[src/rtl/recency_tlb_pkg.sv]
package recency_tlb_pkg;
  typedef enum logic [2:0] {
    PH_IDLE,
    PH_WALK,
    PH_WAIT,
    PH_PRE_YNG,
    PH_PRE_OLD
  } rtlb_phase_e;
endpackage

[src/rtl/rtlb_lru_stack.sv]
// Ordered entry array: slot 0 is youngest, slot ENTRIES-1 oldest.
// Valid slots are always contiguous from slot 0.
module rtlb_lru_stack #(
  parameter int ENTRIES = 8,
  parameter int VPN_W   = 6,
  parameter int PFN_W   = 8,
  localparam int IDX_W  = $clog2(ENTRIES)
) (
  input  logic             clk,
  input  logic             rst_n,
  input  logic [VPN_W-1:0] look_vpn,
  output logic             look_hit,
  output logic [IDX_W-1:0] look_idx,
  output logic [PFN_W-1:0] look_pfn,
  input  logic [VPN_W-1:0] probe_vpn,
  output logic             probe_hit,
  input  logic             touch_en,
  input  logic [IDX_W-1:0] touch_idx,
  input  logic             ins_en,
  input  logic             ins_second,
  input  logic [VPN_W-1:0] ins_vpn,
  input  logic [PFN_W-1:0] ins_pfn,
  output logic             full,
  output logic [VPN_W-1:0] old_vpn,
  output logic [PFN_W-1:0] old_pfn
);
  logic             v_q   [ENTRIES];
  logic [VPN_W-1:0] vpn_q [ENTRIES];
  logic [PFN_W-1:0] pfn_q [ENTRIES];
  logic             v_d   [ENTRIES];
  logic [VPN_W-1:0] vpn_d [ENTRIES];
  logic [PFN_W-1:0] pfn_d [ENTRIES];
  logic [ENTRIES-1:0] hit_vec, probe_vec;

  for (genvar g = 0; g < ENTRIES; g++) begin : g_match
    assign hit_vec[g]   = v_q[g] && (vpn_q[g] == look_vpn);
    assign probe_vec[g] = v_q[g] && (vpn_q[g] == probe_vpn);
  end

  assign look_hit  = |hit_vec;
  assign probe_hit = |probe_vec;
  assign full      = v_q[ENTRIES-1];
  assign old_vpn   = vpn_q[ENTRIES-1];
  assign old_pfn   = pfn_q[ENTRIES-1];

  always_comb begin
    look_idx = '0;
    for (int i = ENTRIES - 1; i >= 0; i--)
      if (hit_vec[i]) look_idx = IDX_W'(i);
  end
  assign look_pfn = pfn_q[look_idx];

  always_comb begin
    int pos;
    int tix;
    pos = ins_second ? 1 : 0;
    tix = int'(touch_idx);
    v_d = v_q;
    vpn_d = vpn_q;
    pfn_d = pfn_q;
    if (ins_en) begin
      for (int i = 1; i < ENTRIES; i++)
        if (i > pos) begin
          v_d[i]   = v_q[i-1];
          vpn_d[i] = vpn_q[i-1];
          pfn_d[i] = pfn_q[i-1];
        end
      v_d[pos]   = 1'b1;
      vpn_d[pos] = ins_vpn;
      pfn_d[pos] = ins_pfn;
    end else if (touch_en) begin
      for (int i = 1; i < ENTRIES; i++)
        if (i <= tix) begin
          v_d[i]   = v_q[i-1];
          vpn_d[i] = vpn_q[i-1];
          pfn_d[i] = pfn_q[i-1];
        end
      v_d[0]   = v_q[tix];
      vpn_d[0] = vpn_q[tix];
      pfn_d[0] = pfn_q[tix];
    end
  end

  always_ff @(posedge clk) begin
    if (!rst_n) begin
      for (int i = 0; i < ENTRIES; i++) v_q[i] <= 1'b0;
    end else begin
      v_q <= v_d;
    end
    vpn_q <= vpn_d;
    pfn_q <= pfn_d;
  end
endmodule

[src/rtl/rtlb_link_store.sv]
// Page-indexed record of evicted translations and their recency links.
module rtlb_link_store #(
  parameter int VPN_W  = 6,
  parameter int PFN_W  = 8,
  localparam int DEPTH = 1 << VPN_W
) (
  input  logic             clk,
  input  logic             rst_n,
  input  logic             evict_en,
  input  logic [VPN_W-1:0] evict_vpn,
  input  logic [PFN_W-1:0] evict_pfn,
  input  logic [VPN_W-1:0] rd_vpn,
  output logic             rd_yng_v,
  output logic [VPN_W-1:0] rd_yng,
  output logic             rd_old_v,
  output logic [VPN_W-1:0] rd_old,
  input  logic [VPN_W-1:0] tg_vpn,
  output logic [PFN_W-1:0] tg_pfn
);
  logic [PFN_W-1:0] frame_m [DEPTH];
  logic             yng_v_m [DEPTH];
  logic [VPN_W-1:0] yng_m   [DEPTH];
  logic             old_v_m [DEPTH];
  logic [VPN_W-1:0] old_m   [DEPTH];
  logic             last_v;
  logic [VPN_W-1:0] last_q;
  logic             chain;

  assign rd_yng_v = yng_v_m[rd_vpn];
  assign rd_yng   = yng_m[rd_vpn];
  assign rd_old_v = old_v_m[rd_vpn];
  assign rd_old   = old_m[rd_vpn];
  assign tg_pfn   = frame_m[tg_vpn];
  assign chain    = last_v && (last_q != evict_vpn);

  always_ff @(posedge clk) begin
    if (!rst_n) begin
      for (int i = 0; i < DEPTH; i++) begin
        yng_v_m[i] <= 1'b0;
        old_v_m[i] <= 1'b0;
      end
      last_v <= 1'b0;
      last_q <= '0;
    end else if (evict_en) begin
      frame_m[evict_vpn] <= evict_pfn;
      yng_v_m[evict_vpn] <= 1'b0;
      old_v_m[evict_vpn] <= chain;
      old_m[evict_vpn]   <= last_q;
      if (chain) begin
        yng_v_m[last_q] <= 1'b1;
        yng_m[last_q]   <= evict_vpn;
      end
      last_v <= 1'b1;
      last_q <= evict_vpn;
    end
  end
endmodule

[src/rtl/recency_tlb.sv]
module recency_tlb
  import recency_tlb_pkg::*;
#(
  parameter int ENTRIES = 8,
  parameter int VPN_W   = 6,
  parameter int PFN_W   = 8,
  localparam int IDX_W  = $clog2(ENTRIES)
) (
  input  logic             clk,
  input  logic             rst_n,
  input  logic             req_valid,
  output logic             req_ready,
  input  logic [VPN_W-1:0] req_vpn,
  output logic             resp_valid,
  output logic             resp_hit,
  output logic [PFN_W-1:0] resp_pfn,
  output logic             walk_req_valid,
  input  logic             walk_req_ready,
  output logic [VPN_W-1:0] walk_req_vpn,
  input  logic             walk_rsp_valid,
  output logic             walk_rsp_ready,
  input  logic [PFN_W-1:0] walk_rsp_pfn,
  output logic             pl_valid,
  input  logic             pl_ready,
  output logic [VPN_W-1:0] pl_vpn,
  output logic [PFN_W-1:0] pl_pfn
);
  rtlb_phase_e      phase_q, phase_d;
  logic [VPN_W-1:0] miss_q;
  logic             snap_yng_v, snap_old_v;
  logic [VPN_W-1:0] snap_yng, snap_old;

  logic             look_hit, probe_hit, full;
  logic [IDX_W-1:0] look_idx;
  logic [PFN_W-1:0] look_pfn, old_pfn, tg_pfn;
  logic [VPN_W-1:0] old_vpn;
  logic             rd_yng_v, rd_old_v;
  logic [VPN_W-1:0] rd_yng, rd_old;

  logic             accept, fill, in_pre, pre_link_v, pre_take, ins_en;
  logic [VPN_W-1:0] pre_vpn;

  assign req_ready      = (phase_q == PH_IDLE);
  assign accept         = req_valid && req_ready;
  assign walk_req_valid = (phase_q == PH_WALK);
  assign walk_req_vpn   = miss_q;
  assign walk_rsp_ready = (phase_q == PH_WAIT);
  assign fill           = walk_rsp_ready && walk_rsp_valid;

  assign in_pre     = (phase_q == PH_PRE_YNG) || (phase_q == PH_PRE_OLD);
  assign pre_link_v = (phase_q == PH_PRE_YNG) ? snap_yng_v : snap_old_v;
  assign pre_vpn    = (phase_q == PH_PRE_YNG) ? snap_yng : snap_old;
  assign pl_valid   = in_pre && pre_link_v && !probe_hit;
  assign pl_vpn     = pre_vpn;
  assign pl_pfn     = tg_pfn;
  assign pre_take   = pl_valid && pl_ready;
  assign ins_en     = fill || pre_take;

  rtlb_lru_stack #(.ENTRIES(ENTRIES), .VPN_W(VPN_W), .PFN_W(PFN_W)) u_stack (
    .clk        (clk),
    .rst_n      (rst_n),
    .look_vpn   (req_vpn),
    .look_hit   (look_hit),
    .look_idx   (look_idx),
    .look_pfn   (look_pfn),
    .probe_vpn  (pre_vpn),
    .probe_hit  (probe_hit),
    .touch_en   (accept && look_hit),
    .touch_idx  (look_idx),
    .ins_en     (ins_en),
    .ins_second (!fill),
    .ins_vpn    (fill ? miss_q : pre_vpn),
    .ins_pfn    (fill ? walk_rsp_pfn : tg_pfn),
    .full       (full),
    .old_vpn    (old_vpn),
    .old_pfn    (old_pfn)
  );

  rtlb_link_store #(.VPN_W(VPN_W), .PFN_W(PFN_W)) u_links (
    .clk       (clk),
    .rst_n     (rst_n),
    .evict_en  (ins_en && full),
    .evict_vpn (old_vpn),
    .evict_pfn (old_pfn),
    .rd_vpn    (req_vpn),
    .rd_yng_v  (rd_yng_v),
    .rd_yng    (rd_yng),
    .rd_old_v  (rd_old_v),
    .rd_old    (rd_old),
    .tg_vpn    (pre_vpn),
    .tg_pfn    (tg_pfn)
  );

  always_comb begin
    phase_d = phase_q;
    unique case (phase_q)
      PH_IDLE:    if (accept && !look_hit) phase_d = PH_WALK;
      PH_WALK:    if (walk_req_ready)      phase_d = PH_WAIT;
      PH_WAIT:    if (walk_rsp_valid)      phase_d = PH_PRE_YNG;
      PH_PRE_YNG: if (!pl_valid || pl_ready) phase_d = PH_PRE_OLD;
      PH_PRE_OLD: if (!pl_valid || pl_ready) phase_d = PH_IDLE;
      default:    phase_d = PH_IDLE;
    endcase
  end

  always_ff @(posedge clk) begin
    if (!rst_n) begin
      phase_q    <= PH_IDLE;
      resp_valid <= 1'b0;
      resp_hit   <= 1'b0;
      resp_pfn   <= '0;
      miss_q     <= '0;
      snap_yng_v <= 1'b0;
      snap_old_v <= 1'b0;
      snap_yng   <= '0;
      snap_old   <= '0;
    end else begin
      phase_q    <= phase_d;
      resp_valid <= (accept && look_hit) || fill;
      resp_hit   <= accept && look_hit;
      resp_pfn   <= fill ? walk_rsp_pfn : look_pfn;
      if (accept && !look_hit) begin
        miss_q     <= req_vpn;
        snap_yng_v <= rd_yng_v;
        snap_yng   <= rd_yng;
        snap_old_v <= rd_old_v;
        snap_old   <= rd_old;
      end
    end
  end
endmodule

[config.mk]
export PLATFORM = sky130hd
export DESIGN_NAME = recency_tlb
export DESIGN_NICKNAME = d
export VERILOG_FILES = /design/src/rtl/recency_tlb_pkg.sv /design/src/rtl/rtlb_lru_stack.sv /design/src/rtl/rtlb_link_store.sv /design/src/rtl/recency_tlb.sv
export SDC_FILE = /design/constraint.sdc
export NUM_CORES = 2
export LEC_CHECK = 0
export BUFFER_PORTS_ARGS = -buffer_cell sky130_fd_sc_hd__buf_2
export CAP_MARGIN = 15
export CORE_MARGIN = 2
export CORE_UTILIZATION = 57
export CTS_CLUSTER_SIZE = 8
export DETAILED_ROUTE_END_ITERATION = 8
export PLACE_DENSITY_LB_ADDON = 0.2
export SYNTH_ARGS = -nofsm -noshare
export SYNTH_HDL_FRONTEND = slang
export SYNTH_HIERARCHICAL = 1
export SYNTH_SLANG_ARGS = --single-unit
[constraint.sdc]
create_clock -name clk -period 4.5 [get_ports clk]
set_input_delay 0.675 -clock clk [delete_from_list [all_inputs] [get_ports clk]]
set_output_delay 0.675 -clock clk [all_outputs]
set_load 0.02 [all_outputs]
== Yosys cells after proc, flatten, opt, wreduce, memory -nomap -nowiden ==
Memories as Yosys holds them, arrays and structs flattened. A register that Yosys moved wholly into a read port is not among the register bits.
Index checks and enable logic that the tools add are counted.

* Flip-flop bits (word level): 146
* Bits in writable memories: 1408
* Logic and storage cells: 269
* Memories kept: 5

{| class="wikitable"
|+ Memories
! memory !! words !! bits a word !! read ports !! clocked after memory_dff !! wr ports !! line !! RTL
|-
| u_links.frame_m || 64 || 8 || 1 || 0 || 1 || rtlb_link_store.sv:20 || <nowiki>logic [PFN_W-1:0] frame_m [DEPTH];</nowiki>
|-
| u_links.old_m || 64 || 6 || 1 || 1 || 1 || rtlb_link_store.sv:24 || <nowiki>logic [VPN_W-1:0] old_m [DEPTH];</nowiki>
|-
| u_links.yng_m || 64 || 6 || 1 || 1 || 1 || rtlb_link_store.sv:22 || <nowiki>logic [VPN_W-1:0] yng_m [DEPTH];</nowiki>
|-
| u_links.old_v_m || 64 || 1 || 1 || 1 || 64 || rtlb_link_store.sv:23 || <nowiki>logic old_v_m [DEPTH];</nowiki>
|-
| u_links.yng_v_m || 64 || 1 || 1 || 1 || 64 || rtlb_link_store.sv:21 || <nowiki>logic yng_v_m [DEPTH];</nowiki>
|}

* Order comparisons: 18
* Equality and inequality tests: 26
* Multiplexer cells: 126
* Bitwise operators: 4
* Reduce and logical (&&, ||, !) cells: 59

{| class="wikitable"
|+ Operator list
! operator !! number
|-
| 8-bit two-way mux || 30
|-
| 6-bit two-way mux || 29
|-
| 4-bit by 32-bit > comparator with 1-bit output (first input constant) || 4
|-
| 64-bit two-way mux || 2
|-
| 6-bit == test || 16
|-
| 48-bit two-way mux || 2
|-
| 64-bit bitwise mux || 1
|-
| 32-bit by 4-bit >= comparator with 1-bit output (second input constant) || 2
|-
| 3-bit by 32-bit > comparator with 1-bit output (first input constant) || 2
|-
| 8-bit binary-select mux with 3-bit select || 2
|-
| 48-bit bitwise mux || 1
|-
| 1-bit two-way mux || 40
|-
| 3-bit two-way mux || 13
|-
| 2-bit by 32-bit > comparator with 1-bit output (first input constant) || 1
|-
| 32-bit by 1-bit less-than comparator with 1-bit output (second input constant) || 1
|-
| 3-bit NOT with 32-bit output || 1
|-
| 32-bit NOT || 1
|-
| 1-bit logical AND || 26
|-
| 8-bit demux with 3-bit select || 1
|-
| 6-bit binary-select mux with 3-bit select || 1
|-
| 6-bit demux with 3-bit select || 1
|-
| 2-bit nonzero test || 8
|-
| 8-bit OR reduction || 2
|-
| 3-bit case mux with 5 select lines || 1
|-
| other kinds (20) || 45
|}

== Logic depth before layout (Yosys ltp) ==
* Depth after elaboration: 16
* Gate-level depth with buffers: 18
* Depth with buffers taken out: 15

== Cells and area by module ==
The synthesis kept the hierarchy.

{| class="wikitable"
|+ By module, submodules not included
! module !! times used !! cells each !! area an instance (um^2) !! sequential area each (um^2)
|-
| rtlb_link_store || 1 || 2783 || 55213.0 || 41139.5
|-
| rtlb_lru_stack || 1 || 563 || 6911.6 || 3523.4
|-
| recency_tlb || 1 || 195 || 1645.3 || 660.6
|}

== Worst setup path before layout ==
OpenSTA, ideal clock, no wires.

* Path kind: reg2reg
* Start: register phase_q[2]
* End: memory u_links.frame_m[30][0] (enable)
* Library setup time: 0.389 ns
* Data arrival time: 3.882 ns
* Slack: 0.229 ns
* Cell stages (with the launch flop): 16
* Clock period less this slack: 4.271 ns
* Path through: dfxtp_1 -> nand3b_2 -> mux2_2 -> buf_1 -> xor2_1 -> nor4_1 -> nor4_1 -> nand2_1 -> nand2b_1 -> a21oi_1 -> o21a_1 -> buf_2 -> nand2_1 -> nor2_1 -> nand3_1 -> nor2_1

* Cells in the longest elaborated chain, start to end: 13
* Elaborated cells on any way between the ends: 33

{| class="wikitable"
|+ RTL lines
! element !! line !! RTL
|-
| start, declared || recency_tlb.sv:28 || <nowiki>rtlb_phase_e phase_q, phase_d;</nowiki>
|-
| start signal, assigned || recency_tlb.sv:118 || <nowiki>phase_q <= phase_d;</nowiki>
|-
| 3-bit by 2-bit == test with 1-bit output * || recency_tlb.sv:52 || <nowiki>assign pre_vpn = (phase_q == PH_PRE_YNG) ? snap_yng : snap_old;</nowiki>
|-
| 6-bit two-way mux * || recency_tlb.sv:52 ||
|-
| named net pl_vpn[4] || recency_tlb.sv:25 || <nowiki>output logic [VPN_W-1:0] pl_vpn,</nowiki>
|-
| 6-bit == test || rtlb_lru_stack.sv:37 || <nowiki>assign probe_vec[g] = v_q[g] && (vpn_q[g] == probe_vpn);</nowiki>
|-
| 1-bit logical AND || rtlb_lru_stack.sv:37 ||
|-
| 8-bit OR reduction * || rtlb_lru_stack.sv:41 || <nowiki>assign probe_hit = |probe_vec;</nowiki>
|-
| named net probe_hit || recency_tlb.sv:33 || <nowiki>logic look_hit, probe_hit, full;</nowiki>
|-
| 1-bit zero test * || recency_tlb.sv:53 || <nowiki>assign pl_valid = in_pre && pre_link_v && !probe_hit;</nowiki>
|-
| 1-bit logical AND * || recency_tlb.sv:53 ||
|-
| 1-bit logical AND * || recency_tlb.sv:56 || <nowiki>assign pre_take = pl_valid && pl_ready;</nowiki>
|-
| 1-bit logical OR * || recency_tlb.sv:57 || <nowiki>assign ins_en = fill || pre_take;</nowiki>
|-
| 1-bit logical AND * || recency_tlb.sv:82 || <nowiki>.evict_en (ins_en && full),</nowiki>
|-
| 1-bit two-way mux * || rtlb_link_store.sv:44 || <nowiki>end else if (evict_en) begin</nowiki>
|-
| 1-bit two-way mux * || rtlb_link_store.sv:37 || <nowiki>if (!rst_n) begin</nowiki>
|-
| 1-bit two-way mux (not written as such) * || rtlb_link_store.sv:45 || <nowiki>frame_m[evict_vpn] <= evict_pfn;</nowiki>
|-
| end, declared || rtlb_link_store.sv:20 ||
|}

The timed path passes the listed nets; every way through them passes the cells marked *.

== Final worst setup path ==
* Start: register phase_q[2]
* End: output pl_pfn[0]

* Cells in the longest elaborated chain, start to end: 3

{| class="wikitable"
|+ RTL lines
! element !! line !! RTL
|-
| 3-bit by 2-bit == test with 1-bit output || recency_tlb.sv:52 ||
|-
| 6-bit two-way mux || recency_tlb.sv:52 ||
|-
| memory read 64 x 8 bit || -- ||
|-
| end, declared || recency_tlb.sv:26 || <nowiki>output logic [PFN_W-1:0] pl_pfn</nowiki>
|}

Every way passes these cells.

==> impl_metrics.yaml <==
synthesis:
  ys_async_sr_fraction_pct: 0
  synth_edf_count: 1392
  synthesized_instance_count: 3541
  summed_instance_area_of_the_synthesized_netlist_um2: 63770
  sequential_cell_area_fraction_in_the_yosys_report_pct: 71.07
  synth.ff_latch_count: 1568
  syn_avg_cell_area_um2: 18.01
  synth_warnings: 6
  synth.distinct_cells: 79
  ys.flop_type: "edfxtp_1"
  syn_nets: 3561
route:
  wirelength_met1_um: 65930
  route.met2.wl_um: 82610
  drc: 0
  met3_length_um: 16040
  highest-signal-layer: "met5"
  drt_first_iter_violations: 4819
  vias_per_cell: 6.653
  detail_route.first_pass.iterations: 8
  drt-wirelength-per-cell_um: 31.25
  num_vias: 36589
  detail_route.wirelength_um: 171900
  antenna_left: 0
timing:
  maxSlewHeadroom_pct: 17.19
  final-hold-violation-count: 0
  clock.fmax_ghz: 0.2228
  max_slew.worst_pin.slew_ps: 1242
  clock_skew_ps: 66.83
  tns_ps: 0
  period_share_pct: 99.75
  grt_setup_unrepaired: "true"
  slew_viol_final: 0
  finalSetupViolCount: 0
  layout_min_cycle_time_ps: 4489
power:
  vdd.ir_drop.worst_mv: 0.3447
  leakage_nw: 25.16
  power_density_nw_per_um2: 427.3
  design_power_total_mw: 31.79
die:
  die_area_um2: 114600
  core-area_um2: 110800
  start_util_pct: 57.54
  die_h_um: 338.5
  placementRows: 122
  dieWidth_um: 338.5
  io_pins: 54
global_routing:
  grt_first_pass_wirelength_um: 249700
  antenna_found_initial: 3
  grt.total_usage_pct: 29.73
  grt_pass1_vias: 36700
  pin_count_of_the_biggest_net_entering_global_routing: 97
  globalRouteOverflowTotal: 0
setup_path:
  crit_fanout: 28
  worst_setup_path_start_kind: "flop"
  cp.required_ps: 3830
  timing.critical_path.cells: "nand3b_4, mux2_2, buf_6, and2_1, nand2_1, o22ai_1, a211oi_2, buf_4, a22o_1, buf_2"
  slowest_delay_ps: 460
  timing.critical_path.slowest_stage_cell: "mux2_2"
  worst_ep_arrival_ps: 3810
  crit-reg2reg-launch: "phase_q[2]"
  worstRegToRegCells: 18
  critical_path_class: "flop to output pin"
  critical_path_start: "phase_q[2]"
  critical_path.endpoint_type: "output pin"
layout:
  flow.area_growth_from_synthesis_pct: 16.66
  post-route-util_pct: 67.13
  final_layout_net_count: 3916
  drive_gt1_share_pct: 27.68
clock_tree:
  cts.sink_count: 1568
  number_of_buffers_added_to_fix_hold_violations_after_cts: 0
  worstSkewPairLatency_ps: 820
  cts_max_level: 4
  cts_bufs_inserted: 214
  cts-root-to-sink-buffers: 3
  cts.reportedPaths.clkPinSlew_ps: 50
  tritoncts_clock_tree: "built"
  cts.root.buffer_cell: "clkbuf_16"
outcome:
  outcome: "completed"
worst_hold_path:
  hold-path-cell-count: 3
  worstHoldStart: "walk_rsp_pfn[4]"
  hold_path_class: "input pin to flop"
placement:
  globalplace.congestion: 0.9424
  port_buffers: 53
  detailed_place_hpwl_um: 103700
flow_run:
  maxCapViolations: 0
==> placed cells by master (no fill, tap or decap), types with 11 or more instances in the layout <==
cell       Yosys  layout
nand3_1       96      94
buf_2         75      50
mux2_2        49      46
clkbuf_16      0     219
nor3_1        15      15
o21ai_0       86      84
a21oi_1       57      55
nor2b_1       44      42
nand2b_1      16      14
dfxtp_1      176     170
a31o_1        20      20
nor4_1        19      15
inv_1         33      33
clkbuf_1      79      99
xor2_1        46      46
o221ai_1      25      25
mux2i_1      113     112
nand4_1       19      19
buf_4         40     245
a211oi_1      21      19
mux4_2       362     362
o22ai_1       67      66
nand2_1      201     201
a31oi_1       11      11
o21ai_1       12      13
nor2_2         0      18
a22oi_1       37      37
a22o_1        19      19
nor2_1       150     132
a21boi_0      21      21
nand3b_1      13      13
buf_12         0      59
edfxtp_1    1392    1392
xnor2_1       53      53
==> where the power goes <==
| group | internal, mW | leakage [nW] | switching (mW) |
|---|---|---|---|
| clock network | 8.76 | 2.91 | 5.87 |
| logic | 0.593 | 7.29 | 0.863 |
| registers | 15.7 | 15.0 | 0.0307 |
| total | 25.0 | 25.2 | 6.76 |
==> per-layer routing <==
metal | vias to the layer above | GRT usage [%]
li1 | 14989 | -
met1 | 18968 | 40.94
met2 | 2214 | 47.15
met3 | 414 | 6.028
met4 | 4 | 11.95
met5 | - | 0
==> per-stage QoR <==
step,hold slack (ps),instance area (um2),cells,worst slack [ps]
CTS,109.2,74040,5471,-55.38
global placement,449.1,67640,5130,-6.787
global route,142.0,74390,5499,-23.71
detailed placement,458.8,67650,5132,89.33
finish,150.7,74400,5500,11.07
floorplan,437.4,63770,3541,228.8
==> cell usage after synthesis (8+ instances only) <==
cell | count | area share [%]
buf_1 | 18 | 0.11
o221ai_1 | 25 | 0.34
o22ai_1 | 67 | 0.66
xnor2_1 | 53 | 0.73
a22o_1 | 19 | 0.26
nand3_1 | 96 | 0.75
xor2_1 | 46 | 0.63
nand3b_1 | 13 | 0.15
o21ai_0 | 86 | 0.67
clkbuf_1 | 79 | 0.46
nor4_1 | 19 | 0.19
o21ai_1 | 12 | 0.094
buf_6 | 21 | 0.37
nor3_1 | 15 | 0.12
o31ai_1 | 8 | 0.094
nand2b_1 | 16 | 0.16
a31oi_1 | 11 | 0.11
buf_4 | 40 | 0.47
nand4_1 | 19 | 0.19
mux2i_1 | 113 | 1.8
a211oi_1 | 21 | 0.25
nor2_1 | 150 | 0.88
mux2_2 | 49 | 0.87
inv_1 | 33 | 0.19
a22oi_1 | 37 | 0.44
edfxtp_1 | 1392 | 66
nand2_1 | 201 | 1.2
mux4_2 | 362 | 13
nor2b_1 | 44 | 0.43
a21boi_0 | 21 | 0.25
a31o_1 | 20 | 0.27
a21oi_1 | 57 | 0.45
dfxtp_1 | 176 | 5.5
buf_2 | 75 | 0.59
==> worst paths after layout <==
path | end | slack, ps
worst max-delay path | pl_pfn[0] | 10
worst min-delay path | resp_pfn[4] | 150
worst max register to register | u_links/old_m[40][3] | 180
worst min register to register | u_links/old_v_m[15] | 460
==> registers in the layout, indices dropped and copies added (netlist names), 8 cells and up <==
register / cells
u_links/frame_m: 512
u_links/old_m: 384
u_links/yng_m: 384
u_links/old_v_m: 64
u_links/yng_v_m: 64
u_stack/pfn_q: 56
u_stack/vpn_q: 42
resp_pfn: 8
u_stack/old_pfn: 8
==> worst max-delay path, delay by kind of cell (launching register included) <==
| kind | cells | cell delay, ps |
|---|---|---|
| and+or+nand+nor | 3 | 610 |
| AOI/OAI and AO/OA | 3 | 840 |
| DFF | 1 | 310 |
| buffers and inverters | 3 | 740 |
| muxes | 1 | 460 |
==> timing repair <==
action / in CTS / in global routing
setup buffers: 5 / 24
pin swaps: 1 / 4
hold endpoints to repair: 0 / 0
resized for setup: 25 / 18
cloned: 4 / 3
endpoints found under the setup margin: 8 / 108
==> layout make-up <==
cell class	count	area, um2
clock inverters	14	299.0
diodes	2	5.005
multi-input cells	1701	17240
fillers	7225	36420
clock buffers	316	5791
flip-flops and latches	1568	45330
well taps	1488	1862
inverters	36	135.1
repair buffers	375	3734
==> kinds of logic (layout without fill, tap and decap cells) <==
group	Yosys count	in the layout	share of synthesized area, %
buf+inv	272	741	2.284
compound gates	446	446	4.817
flops	1568	1568	71.07
xor+xnor	102	102	1.436
other cells	0	2	0
mux	528	528	15.59
simple gates	625	625	4.801
Power figures use the tool's default switching activity.
